`src/rtl/psr_pkg.sv`:
```
package psr_pkg;
  localparam int unsigned WORD_W = 16;
  localparam int unsigned OPC_W  = 4;

  localparam logic [OPC_W-1:0] OPC_RESERVED = 4'b1101;
  localparam logic [OPC_W-1:0] OPC_RET_INT  = 4'b1000;

  typedef enum logic {
    MODE_SUP = 1'b0,
    MODE_USR = 1'b1
  } mode_e;

  typedef struct packed {
    logic n;
    logic z;
    logic p;
  } flags_t;

  localparam flags_t FLAGS_RESET = '{n: 1'b0, z: 1'b1, p: 1'b0};
endpackage

```
`src/rtl/psr_state.sv`:
```
module psr_state
  import psr_pkg::*;
#(
  parameter int unsigned W        = WORD_W,
  parameter int unsigned MODE_POS = 15,
  parameter int unsigned PRIO_HI  = 10,
  parameter int unsigned PRIO_LO  = 8
) (
  input  logic         clk_i,
  input  logic         rst_ni,
  input  logic         cc_we_i,
  input  logic [W-1:0] cc_result_i,
  input  logic         ctx_we_i,
  input  logic [W-1:0] ctx_word_i,
  output logic [W-1:0] psr_o
);
  localparam int unsigned PRIO_W = PRIO_HI - PRIO_LO + 1;

  mode_e             mode_q;
  logic [PRIO_W-1:0] prio_q;
  flags_t            flags_q;
  flags_t            flags_res;

  // sign classification of a write-back result
  always_comb begin
    flags_res.n = cc_result_i[W-1];
    flags_res.z = (cc_result_i == '0);
    flags_res.p = ~cc_result_i[W-1] & (cc_result_i != '0);
  end

  always_ff @(posedge clk_i or negedge rst_ni) begin
    if (!rst_ni) begin
      mode_q  <= MODE_SUP;
      prio_q  <= '0;
      flags_q <= FLAGS_RESET;
    end else if (ctx_we_i) begin
      mode_q  <= mode_e'(ctx_word_i[MODE_POS]);
      prio_q  <= ctx_word_i[PRIO_HI:PRIO_LO];
      flags_q <= flags_t'(ctx_word_i[2:0]);
    end else if (cc_we_i) begin
      flags_q <= flags_res;
    end
  end

  always_comb begin
    psr_o                  = '0;
    psr_o[MODE_POS]        = mode_q;
    psr_o[PRIO_HI:PRIO_LO] = prio_q;
    psr_o[2:0]             = flags_q;
  end

  logic unused_ctx_bits;
  assign unused_ctx_bits = ^ctx_word_i;

  p_flags_onehot_r2: assert property (@(posedge clk_i) disable iff (!rst_ni)
    $countones(flags_q) == 1);

  p_cc_zero_r2: assert property (@(posedge clk_i) disable iff (!rst_ni)
    (cc_we_i && !ctx_we_i) |=> (flags_q.z == ($past(cc_result_i) == '0)));

  p_cc_sign_r2: assert property (@(posedge clk_i) disable iff (!rst_ni)
    (cc_we_i && !ctx_we_i) |=> (flags_q.n == $past(cc_result_i[W-1])));

  p_ctx_wins_r4: assert property (@(posedge clk_i) disable iff (!rst_ni)
    ctx_we_i |=> (psr_o[2:0] == $past(ctx_word_i[2:0])));

  p_hold_r3: assert property (@(posedge clk_i) disable iff (!rst_ni)
    (!ctx_we_i && !cc_we_i) |=> $stable(psr_o));
endmodule

```
`src/rtl/instr_screen.sv`:
```
module instr_screen
  import psr_pkg::*;
(
  input  logic             clk_i,
  input  logic             rst_ni,
  input  logic [OPC_W-1:0] opc_i,
  input  logic             valid_i,
  input  logic             user_mode_i,
  output logic             exc_illegal_o,
  output logic             exc_priv_o
);
  logic hit_illegal;
  logic hit_priv;

  // reserved opcode outranks the privilege check
  assign hit_illegal = valid_i && (opc_i == OPC_RESERVED);
  assign hit_priv    = valid_i && (opc_i == OPC_RET_INT) && user_mode_i && !hit_illegal;

  always_ff @(posedge clk_i or negedge rst_ni) begin
    if (!rst_ni) begin
      exc_illegal_o <= 1'b0;
      exc_priv_o    <= 1'b0;
    end else begin
      exc_illegal_o <= hit_illegal;
      exc_priv_o    <= hit_priv;
    end
  end

  p_illegal_pulse_r5: assert property (@(posedge clk_i) disable iff (!rst_ni)
    (valid_i && opc_i == OPC_RESERVED) |=> exc_illegal_o);

  p_illegal_quiet_r5: assert property (@(posedge clk_i) disable iff (!rst_ni)
    !valid_i |=> !exc_illegal_o);

  p_priv_user_r6: assert property (@(posedge clk_i) disable iff (!rst_ni)
    (valid_i && opc_i == OPC_RET_INT && user_mode_i) |=> exc_priv_o);

  p_priv_sup_r6: assert property (@(posedge clk_i) disable iff (!rst_ni)
    !user_mode_i |=> !exc_priv_o);

  p_excl_r7: assert property (@(posedge clk_i) disable iff (!rst_ni)
    !(exc_illegal_o && exc_priv_o));
endmodule

```
`src/rtl/sp_shadow.sv`:
```
module sp_shadow
  import psr_pkg::*;
#(
  parameter int unsigned    W        = WORD_W,
  parameter logic [W-1:0]   SSP_INIT = 16'h3000,
  parameter logic [W-1:0]   USP_INIT = 16'h0000
) (
  input  logic         clk_i,
  input  logic         rst_ni,
  input  logic         ctx_we_i,
  input  logic         cur_user_i,
  input  logic         new_user_i,
  input  logic [W-1:0] sp_cur_i,
  output logic [W-1:0] sp_load_o,
  output logic         sp_load_en_o
);
  logic [W-1:0] ssp_q;
  logic [W-1:0] usp_q;
  logic         swap;

  assign swap         = ctx_we_i && (cur_user_i != new_user_i);
  assign sp_load_en_o = swap;
  // the pointer of the mode being entered
  assign sp_load_o    = cur_user_i ? ssp_q : usp_q;

  always_ff @(posedge clk_i or negedge rst_ni) begin
    if (!rst_ni) begin
      ssp_q <= SSP_INIT;
      usp_q <= USP_INIT;
    end else if (swap) begin
      if (cur_user_i) usp_q <= sp_cur_i;
      else            ssp_q <= sp_cur_i;
    end
  end

  p_entry_save_r9: assert property (@(posedge clk_i) disable iff (!rst_ni)
    (swap && cur_user_i) |=> (usp_q == $past(sp_cur_i)));

  p_return_save_r10: assert property (@(posedge clk_i) disable iff (!rst_ni)
    (swap && !cur_user_i) |=> (ssp_q == $past(sp_cur_i)));

  p_no_swap_r10: assert property (@(posedge clk_i) disable iff (!rst_ni)
    (ctx_we_i && cur_user_i == new_user_i) |-> !sp_load_en_o);
endmodule

```
`src/rtl/psr_guard.sv`:
```
module psr_guard
  import psr_pkg::*;
#(
  parameter int unsigned  W        = WORD_W,
  parameter int unsigned  MODE_POS = 15,
  parameter int unsigned  PRIO_HI  = 10,
  parameter int unsigned  PRIO_LO  = 8,
  parameter logic [W-1:0] SSP_INIT = 16'h3000,
  parameter logic [W-1:0] USP_INIT = 16'h0000
) (
  input  logic         clk_i,
  input  logic         rst_ni,
  input  logic [15:0]  instr_i,
  input  logic         instr_valid_i,
  input  logic         cc_we_i,
  input  logic [15:0]  cc_result_i,
  input  logic         ctx_we_i,
  input  logic [15:0]  ctx_word_i,
  input  logic [15:0]  sp_cur_i,
  output logic [15:0]  psr_o,
  output logic         user_mode_o,
  output logic [2:0]   prio_o,
  output logic         flag_n_o,
  output logic         flag_z_o,
  output logic         flag_p_o,
  output logic         use_usp_o,
  output logic         exc_illegal_o,
  output logic         exc_priv_o,
  output logic [15:0]  sp_load_o,
  output logic         sp_load_en_o
);
  logic [W-1:0] psr;

  psr_state #(
    .W(W), .MODE_POS(MODE_POS), .PRIO_HI(PRIO_HI), .PRIO_LO(PRIO_LO)
  ) u_state (
    .clk_i       (clk_i),
    .rst_ni      (rst_ni),
    .cc_we_i     (cc_we_i),
    .cc_result_i (cc_result_i),
    .ctx_we_i    (ctx_we_i),
    .ctx_word_i  (ctx_word_i),
    .psr_o       (psr)
  );

  instr_screen u_screen (
    .clk_i         (clk_i),
    .rst_ni        (rst_ni),
    .opc_i         (instr_i[15:12]),
    .valid_i       (instr_valid_i),
    .user_mode_i   (psr[MODE_POS]),
    .exc_illegal_o (exc_illegal_o),
    .exc_priv_o    (exc_priv_o)
  );

  sp_shadow #(
    .W(W), .SSP_INIT(SSP_INIT), .USP_INIT(USP_INIT)
  ) u_sp (
    .clk_i        (clk_i),
    .rst_ni       (rst_ni),
    .ctx_we_i     (ctx_we_i),
    .cur_user_i   (psr[MODE_POS]),
    .new_user_i   (ctx_word_i[MODE_POS]),
    .sp_cur_i     (sp_cur_i),
    .sp_load_o    (sp_load_o),
    .sp_load_en_o (sp_load_en_o)
  );

  assign psr_o       = psr;
  assign user_mode_o = psr[MODE_POS];
  assign use_usp_o   = psr[MODE_POS];
  assign prio_o      = psr[PRIO_HI:PRIO_LO];
  assign flag_n_o    = psr[2];
  assign flag_z_o    = psr[1];
  assign flag_p_o    = psr[0];

  logic unused_instr;
  assign unused_instr = ^instr_i[11:0];

  p_stack_follow_r8: assert property (@(posedge clk_i) disable iff (!rst_ni)
    (ctx_we_i && ctx_word_i[MODE_POS]) |=> use_usp_o);

  p_stack_sup_r8: assert property (@(posedge clk_i) disable iff (!rst_ni)
    (ctx_we_i && !ctx_word_i[MODE_POS]) |=> !use_usp_o);
endmodule

```
`config.mk`:
```
export PLATFORM = sky130hd
export DESIGN_NAME = psr_guard
export DESIGN_NICKNAME = d
export VERILOG_FILES = /design/src/rtl/psr_pkg.sv /design/src/rtl/psr_state.sv /design/src/rtl/instr_screen.sv /design/src/rtl/sp_shadow.sv /design/src/rtl/psr_guard.sv
export SDC_FILE = /design/constraint.sdc
export NUM_CORES = 1
export LEC_CHECK = 0
export BUFFER_PORTS_ARGS = -buffer_cell sky130_fd_sc_hd__buf_2
export CORE_ASPECT_RATIO = 1.5
export CORE_UTILIZATION = 25
export DETAILED_ROUTE_END_ITERATION = 16
export SLEW_MARGIN = 20
export SYNTH_ARGS = -nofsm -noshare
export SYNTH_HDL_FRONTEND = slang
export SYNTH_SLANG_ARGS = --single-unit
```
`constraint.sdc`:
```
create_clock -name clk_i -period 3.8 [get_ports clk_i]
set_input_delay 0.38 -clock clk_i [delete_from_list [all_inputs] [get_ports clk_i]]
set_output_delay 0.38 -clock clk_i [all_outputs]
set_load 0.1 [all_outputs]
```
==> metrics.log, run 1 <==
INFO  metric timing.final.crit_period = 2.13 ns
INFO  metric antenna_cells_inserted = 0
INFO  metric die_area = 0.00853 sq mm
INFO  metric grt_antenna_before_repair = 1
INFO  metric total_power = 0.00186 W
INFO  metric post_synth_xor_area_fraction = 0.429%
INFO  metric setup_viol = 0
INFO  metric share_of_the_synthesized_area_in_compound_gates_ao_oa_aoi_oai = 1.66%
INFO  metric syn-instance-count = 141
INFO  metric numCtsBuffers = 5
INFO  metric worst_slew_pin_slew = 0.909 ns
INFO  metric rows = 40
INFO  metric hold_buffers = 0
INFO  metric antenna_violating_nets_post_route = 0
INFO  metric cts.htree.levels = 2
INFO  metric multi_input_area = 867 sq um
INFO  metric die_height = 113 um
INFO  metric maxSlewViolCount = 0
INFO  metric firstDrtPassIters = 4
INFO  metric top_level_ports = 112
INFO  metric core_box_area = 0.00796 sq mm
INFO  metric drt_iter0_markers = 25
INFO  metric crit_path_max_fo = 24
INFO  metric upper_clock_frequency_limit = 468 MHz
INFO  metric final_hold_viol_count = 0
INFO  metric layout_commonest_cell = sky130_fd_sc_hd__buf_2
INFO  metric synthAdderAreaFrac = 0%
INFO  metric synth_warnings = 0
INFO  metric post-cts-setup-buffer-count = 0
INFO  metric layout.cells.non_filler = 321
INFO  metric total_clock_sinks = 41
INFO  metric area.growth.synth_to_final = 27.9%
INFO  metric grt_pass1_wl = 6320 um
INFO  metric initial_utilization = 25.6%
INFO  metric seq_area_frac_synth = 50.5%
INFO  metric crit_chain = xor2_1 > and2_1 > buf_2
INFO  metric ff2ff_path_depth = 2
INFO  metric timing.setup.critical_path_class = flop to output pin
INFO  metric use_met1 = 10.8%
INFO  metric maxSlewHeadroom = 39.4%
INFO  metric globalRouteTotalUtil = 10.1%
INFO  metric fillers = 797
INFO  metric powerDensity = 713 mW/mm^2
INFO  metric timing.critical_path.buf_inv = 1
INFO  metric most-common-layout-cells = sky130_fd_sc_hd__buf_2, sky130_fd_sc_hd__dfrtp_1, sky130_fd_sc_hd__mux2_2
INFO  metric detailed_place_hpwl = 2800 um
INFO  metric cpPeakStageDelay = 0.75 ns
INFO  metric timing.rr.start = u_state.mode_q
INFO  metric grt_setup_unrepaired = no
INFO  metric grt_max_degree = 42
INFO  metric count_of_different_cell_masters_after_synthesis = 21
INFO  metric globalplace.congestion = 0.592
INFO  metric critPathRequiredTime = 3.42 ns
INFO  metric fin_setup_tns = 0 ns
INFO  metric cts_max_path_buffers = 2
INFO  metric post-route-drc-count = 0
INFO  metric dominant_combinational_cell_family_by_area_after_synthesis = multiplexers
INFO  metric globalRoute.totalOverflow = 0
INFO  metric port-buffer-count = 81
INFO  metric timing.clock.skew = 0.00345 ns
INFO  metric max_rail_drop_vdd = 0.000340 V
INFO  metric detail_route.vias_per_cell = 4.20
INFO  metric routedWlPerCell = 12.5 um
INFO  metric grt_pass1_vias = 1346
INFO  metric post_route_cells_drive_above_1_share = 67.6%
INFO  metric yosys_register_bits = 41
INFO  metric critical_path.endpoint_type = output pin
INFO  metric area.sequential = 0.00103 sq mm
INFO  metric clock-root-buffer = sky130_fd_sc_hd__clkbuf_16
INFO  metric fin_nets = 284
INFO  metric syn_area = 0.00204 sq mm
INFO  metric placed_cells_incl_taps = 313
INFO  metric synthSimpleGateAreaFrac = 5.89%
INFO  metric worst_r2r_endpoint = u_sp.ssp_q[1]
INFO  metric grt_most_used_layer = met2
INFO  metric critical_path.startpoint_type = flop
INFO  metric tritoncts = yes
INFO  metric skew_pair_late_insertion_delay = 0.28 ns
INFO  metric holdCritPathClass = primary input to asynchronous set/reset pin
INFO  metric drt_wl_total = 4020 um
INFO  metric cts_resized = 0
INFO  metric cellLeakagePower = 1.32 nW
INFO  metric cp_top_family = flip-flops
INFO  metric die_w = 75.7 um
INFO  metric met3_usage = 2.69%
INFO  metric slowest_cp_cell = sky130_fd_sc_hd__dfrtp_2
INFO  metric synth_area_per_cell = 14.5 sq um
INFO  metric period_share = 56.2%
INFO  metric met2_usage = 18.1%
INFO  metric via_total_after_detailed_routing = 1347
INFO  metric maximum_capacitance_violations = 0
INFO  metric outcome = finished clean
INFO  metric worstPathArrival = 1.75 ns
INFO  metric cts.reportedPaths.clkPinSlew = 0.06 ns
INFO  metric reg2reg_setup_slack = 2.08 ns
INFO  metric synth.mux.area_fraction = 32.9%
[cell usage after synthesis]
master                      n  area (sq um)
sky130_fd_sc_hd__mux2_4    20           300
sky130_fd_sc_hd__xor2_1     1          8.76
sky130_fd_sc_hd__mux2i_1    1          10.0
sky130_fd_sc_hd__a22o_1     1          8.76
sky130_fd_sc_hd__nor4_1     4          25.0
sky130_fd_sc_hd__nand2_1    4          15.0
sky130_fd_sc_hd__dfstp_2    3          78.8
sky130_fd_sc_hd__a22oi_1    1          7.51
sky130_fd_sc_hd__a21o_1     1          7.51
sky130_fd_sc_hd__buf_6      2          22.5
sky130_fd_sc_hd__buf_4     20           150
sky130_fd_sc_hd__nor2_1     3          11.3
sky130_fd_sc_hd__nand2b_1   1          6.26
sky130_fd_sc_hd__nor3_1     2          10.0
sky130_fd_sc_hd__dfrtp_1   38           951
sky130_fd_sc_hd__conb_1     1          3.75
sky130_fd_sc_hd__o21ai_0    2          10.0
sky130_fd_sc_hd__and2_1     1          6.26
sky130_fd_sc_hd__mux2_2    32           360
sky130_fd_sc_hd__nand4_1    1          6.26
sky130_fd_sc_hd__nand3b_4   2          40.0
[cells by family after synthesis]
family,Yosys count
muxes,53
other,1
DFF,41
AOI/OAI and AO/OA,5
buffers and inverters,22
and+or+nand+nor,18
xor gates and xnor gates,1
[metal layers]
metal / vias to the layer above / part of all wire [%]
li1: 617 / -
met1: 653 / 39
met2: 67 / 52
met3: 8 / 6.9
met4: 2 / 1.7
met5: - / 0.32
[worst reg2reg max path, stage by stage, from the launching register on]
cell,delay (ns)
sky130_fd_sc_hd__dfrtp_2,0.75
sky130_fd_sc_hd__nand3b_4,0.47
sky130_fd_sc_hd__mux2_2,0.38
[power by group]
group	total [W]	switching (W)	internal, W	leakage, nW
clock	0.000487	0.000159	0.000328	0.0841
sequential	0.000577	0.0000518	0.000525	0.484
combinational	0.000794	0.000598	0.000196	0.753
[worst max-delay path by stage]
stage	start	slack, ns	cells past startpoint	endpoint
floorplan	u_state.mode_q	1.21	3	sp_load_en_o
global placement	u_state.mode_q	1.58	2	sp_load_o[9]
detailed placement	u_state.mode_q	1.55	2	sp_load_o[8]
CTS	u_state.mode_q	1.25	2	sp_load_o[8]
global route	u_state.mode_q	1.52	3	sp_load_en_o
finish	u_state.mode_q	1.67	3	sp_load_en_o
[area by class of cell]
class	count	area share (%)
Clock inverter	1	1.15
Tap cell	105	5.04
Multi-Input combinational cell	86	33.3
Clock buffer	7	5.47
Timing Repair Buffer	81	15.5
Sequential cell	41	39.5
[sequential cells by signal, summed over array words and instances (netlist names)]
signal and cells:
u_screen.exc_illegal_o 1, u_screen.exc_priv_o 1, u_sp.ssp_q 16, u_sp.usp_q 16, u_state.mode_q 1, u_state.prio_q 3
u_state.psr_o 3
[stage by stage]
stage | utilization [%] | area [sq um] | setup slack, ns | hold WS, ns
after global placement | 30.6 | 2430 | 1.58 | 0.482
after floorplan | - | 2070 | 1.21 | 0.0844
after CTS | 32.8 | 2610 | 1.25 | 0.264
after global routing | 32.8 | 2610 | 1.52 | 0.266
final | 32.8 | 2610 | 1.67 | 0.237
after detailed placement | 30.6 | 2430 | 1.55 | 0.489
Power figures use the tool's default switching activity.
==> run 2: changes to the inputs <==
ABC_AREA = 1   (was default)
clock period = 1.9 ns   (was 3.8 ns; I/O delays follow)
==> metrics.log, run 2 <==
INFO  metric cts.reportedPaths.clkPinSlew = 0.06 ns
INFO  metric fin_setup_tns = 0 ns
INFO  metric critPathRequiredTime = 1.71 ns
INFO  metric dominant_combinational_cell_family_by_area_after_synthesis = simple AND/OR/NAND/NOR gates
INFO  metric setup_viol = 0
INFO  metric p_int = 0.00201 W
INFO  metric switching_share = 44.2%
INFO  metric route.met3.wl = 282 um
INFO  metric powerDensity = 1200 mW/mm^2
INFO  metric period_share = 85.0%
INFO  metric net-switching-power = 0.00159 W
INFO  metric cts.htree.levels = 2
INFO  metric area.growth.synth_to_final = 36.5%
INFO  metric fin_nets = 387
INFO  metric cts_max_path_buffers = 2
INFO  metric via_total_after_detailed_routing = 1744
INFO  metric part_of_the_power_in_combinational_logic = 47.0%
INFO  metric antenna_cells_inserted = 0
INFO  metric skew_pair_late_insertion_delay = 0.28 ns
INFO  metric placed_cells_incl_taps = 418
INFO  metric grt_setup_unrepaired = no
INFO  metric die_area = 0.00914 sq mm
INFO  metric initial_utilization = 25.9%
INFO  metric hold_buffers = 0
INFO  metric dr_wl_met2 = 2340 um
INFO  metric drt_wl_total = 4630 um
INFO  metric maximum_capacitance_violations = 0
INFO  metric number_of_synthesized_flops_with_an_enable_pin = 0
INFO  metric tritoncts = yes
INFO  metric die_w = 78.4 um
INFO  metric cellLeakagePower = 1.53 nW
INFO  metric syn_area = 0.00219 sq mm
INFO  metric core_box_area = 0.00846 sq mm
INFO  metric layout_commonest_cell = sky130_fd_sc_hd__nand2_1
INFO  metric port-buffer-count = 81
INFO  metric maxSlewHeadroom = 48.3%
INFO  metric timing.setup.critical_path_class = flop to output pin
INFO  metric most-common-layout-cells = sky130_fd_sc_hd__nand2_1, sky130_fd_sc_hd__buf_2, sky130_fd_sc_hd__dfrtp_1
INFO  metric holdCritPathClass = primary input to asynchronous set/reset pin
INFO  metric share_of_the_synthesized_area_in_compound_gates_ao_oa_aoi_oai = 15.2%
INFO  metric dpl_worst_slack = 0.395 ns
INFO  metric synth_ff_type = sky130_fd_sc_hd__dfrtp_1
INFO  metric top_level_ports = 112
INFO  metric count_of_different_cell_masters_after_synthesis = 19
INFO  metric globalplace.congestion = 0.697
INFO  metric firstDrtPassIters = 4
INFO  metric crit_path_max_fo = 19
INFO  metric grt_max_degree = 34
INFO  metric routedWlPerCell = 10.9 um
INFO  metric timing.clock.skew = 0.00339 ns
INFO  metric synthAdderAreaFrac = 0%
INFO  metric routed.top_layer = met4
INFO  metric wl_met1 = 1960 um
INFO  metric crit_path_start = u_state.mode_q
INFO  metric antenna_violating_nets_post_route = 0
INFO  metric synth_area_per_cell = 8.86 sq um
INFO  metric failed_checks = hold timing
INFO  metric timing.final.crit_period = 1.62 ns
INFO  metric detailed_place_hpwl = 3170 um
INFO  metric placed_cell_area = 0.00285 sq mm
INFO  metric detail_route.vias_per_cell = 4.09
INFO  metric die_height = 117 um
INFO  metric total_clock_sinks = 41
INFO  metric critical_path.startpoint_type = flop
INFO  metric grt_antenna_before_repair = 0
INFO  metric post_route_cells_drive_above_1_share = 47.6%
INFO  metric worstPathArrival = 1.43 ns
INFO  metric seq_area_frac_synth = 47.1%
INFO  metric critical_path.endpoint_type = output pin
INFO  metric grt_pass1_vias = 1612
INFO  metric final.setup.worst_slack = 0.284 ns
INFO  metric maxSlewViolCount = 0
INFO  metric clock-root-buffer = sky130_fd_sc_hd__clkbuf_16
INFO  metric synth_top_cells_by_area = sky130_fd_sc_hd__dfrtp_1, sky130_fd_sc_hd__nand2_1, sky130_fd_sc_hd__o21ai_2
INFO  metric numCtsBuffers = 5
INFO  metric yosys_register_bits = 41
INFO  metric outcome = finished with violations
INFO  metric globalRouteTotalUtil = 10.7%
INFO  metric synth_top_cell_by_area = sky130_fd_sc_hd__dfrtp_1
INFO  metric upper_clock_frequency_limit = 619 MHz
INFO  metric synth.most_common_cell = sky130_fd_sc_hd__nand2_1
INFO  metric post-cts-setup-buffer-count = 0
INFO  metric synth_top_cell_area_share = 43.5%
INFO  metric timing.rr.start = u_state.mode_q
INFO  metric syn-instance-count = 247
INFO  metric pwr-share-seq = 30.7%
INFO  metric globalRoute.totalOverflow = 0
INFO  metric layout.cells.non_filler = 426
INFO  metric max_rail_drop_vdd = 0.000606 V
INFO  metric finalInstanceArea = 0.00299 sq mm
INFO  metric final_hold_viol_count = 22
INFO  metric drt_iter0_markers = 67
INFO  metric fin_worst_hold_slack = -0.0126 ns
INFO  metric cts_resized = 0
INFO  metric ys_top_cells_by_count = sky130_fd_sc_hd__nand2_1, sky130_fd_sc_hd__dfrtp_1, sky130_fd_sc_hd__o21ai_2
INFO  metric grt_pass1_wl = 7470 um
INFO  metric synthSimpleGateAreaFrac = 23.4%
INFO  metric synth_warnings = 0
INFO  metric clock_power_share = 22.4%
INFO  metric post-route-drc-count = 0
INFO  metric async_reset_ff_share = 100%
INFO  metric worst_slew_pin_slew = 0.775 ns
INFO  metric rows = 41
INFO  metric layout_top_registers = u_sp.ssp_q (16), u_sp.usp_q (16)
INFO  metric synth.mux.area_fraction = 0%
INFO  metric post_synth_xor_area_fraction = 0%
## run 2: changes by cell type after synthesis, moves of 3 or more
cell	delta
sky130_fd_sc_hd__nor4_1	-4
sky130_fd_sc_hd__buf_6	+7
sky130_fd_sc_hd__mux2_2	-32
sky130_fd_sc_hd__nand2_1	+97
sky130_fd_sc_hd__a22oi_2	+3
sky130_fd_sc_hd__buf_4	-3
sky130_fd_sc_hd__nor2_1	+9
sky130_fd_sc_hd__mux2_4	-20
sky130_fd_sc_hd__inv_1	+18
sky130_fd_sc_hd__o21ai_2	+32
## run 2: cell type report
class	instances	area (sq um)
multi-input cells	167	930
fillers	885	5480
inverters	19	71.3
flip-flops and latches	41	1030
repair buffers	84	683
clock buffers	6	129
well taps	107	134
clock inverters	2	10.0
## run 2: power by group through the flow
stage                     sequential [W]  combinational, W  clock, W
after CTS                        0.00110           0.00171  0.000851
after floorplan                  0.00121           0.00117         0
after global routing             0.00112           0.00177  0.000879
final                            0.00110           0.00169  0.000804
after global placement           0.00111           0.00169         0
after detailed placement         0.00112           0.00170         0
## run 2: stage by stage
stage          total power (W)  util (%)
2_1_floorplan          0.00237         -
3_3_place_gp           0.00280      33.7
3_5_place_dp           0.00282      33.7
4_1_cts                0.00366      35.3
5_1_grt                0.00377      35.3
6_report               0.00360      35.3
## run 2: path summary, 6_finish.rpt
check | to | slack, ns | cells after the start
worst min register to register | u_sp.ssp_q[12] | 0.48 | 2
worst max register to register | u_sp.usp_q[15] | 0.41 | 4
worst min-delay path | u_sp.ssp_q[14] | -0.01 | 1
max in group asynchronous | u_sp.usp_q[5] | 1.27 | 2
worst max-delay path | sp_load_o[5] | 0.28 | 5
min in group clk_i | u_screen.exc_priv_o | 0.11 | 2
## run 2: logic make-up (layout without fill, tap and decap cells)
group | after synthesis | after routing
AO/OA/AOI/OAI | 38 | 38
buffers and inverters | 47 | 111
flip-flops | 41 | 41
other | 1 | 9
AND/OR/NAND/NOR | 120 | 120
## run 2: routing by layer
| layer | track usage (%) | vias to the layer above |
|---|---|---|
| met4 | 3.70 | 0 |
| met5 | 0 | - |
| met2 | 19.9 | 66 |
| met3 | 2.19 | 5 |
| li1 | - | 880 |
| met1 | 12.0 | 793 |
## run 2: critical path: stages (launching register included)
cell	delay, ns
sky130_fd_sc_hd__dfrtp_2	0.40
sky130_fd_sc_hd__inv_2	0.08
sky130_fd_sc_hd__buf_4	0.28
sky130_fd_sc_hd__nand2_1	0.11
sky130_fd_sc_hd__nand2_2	0.10
sky130_fd_sc_hd__buf_12	0.17
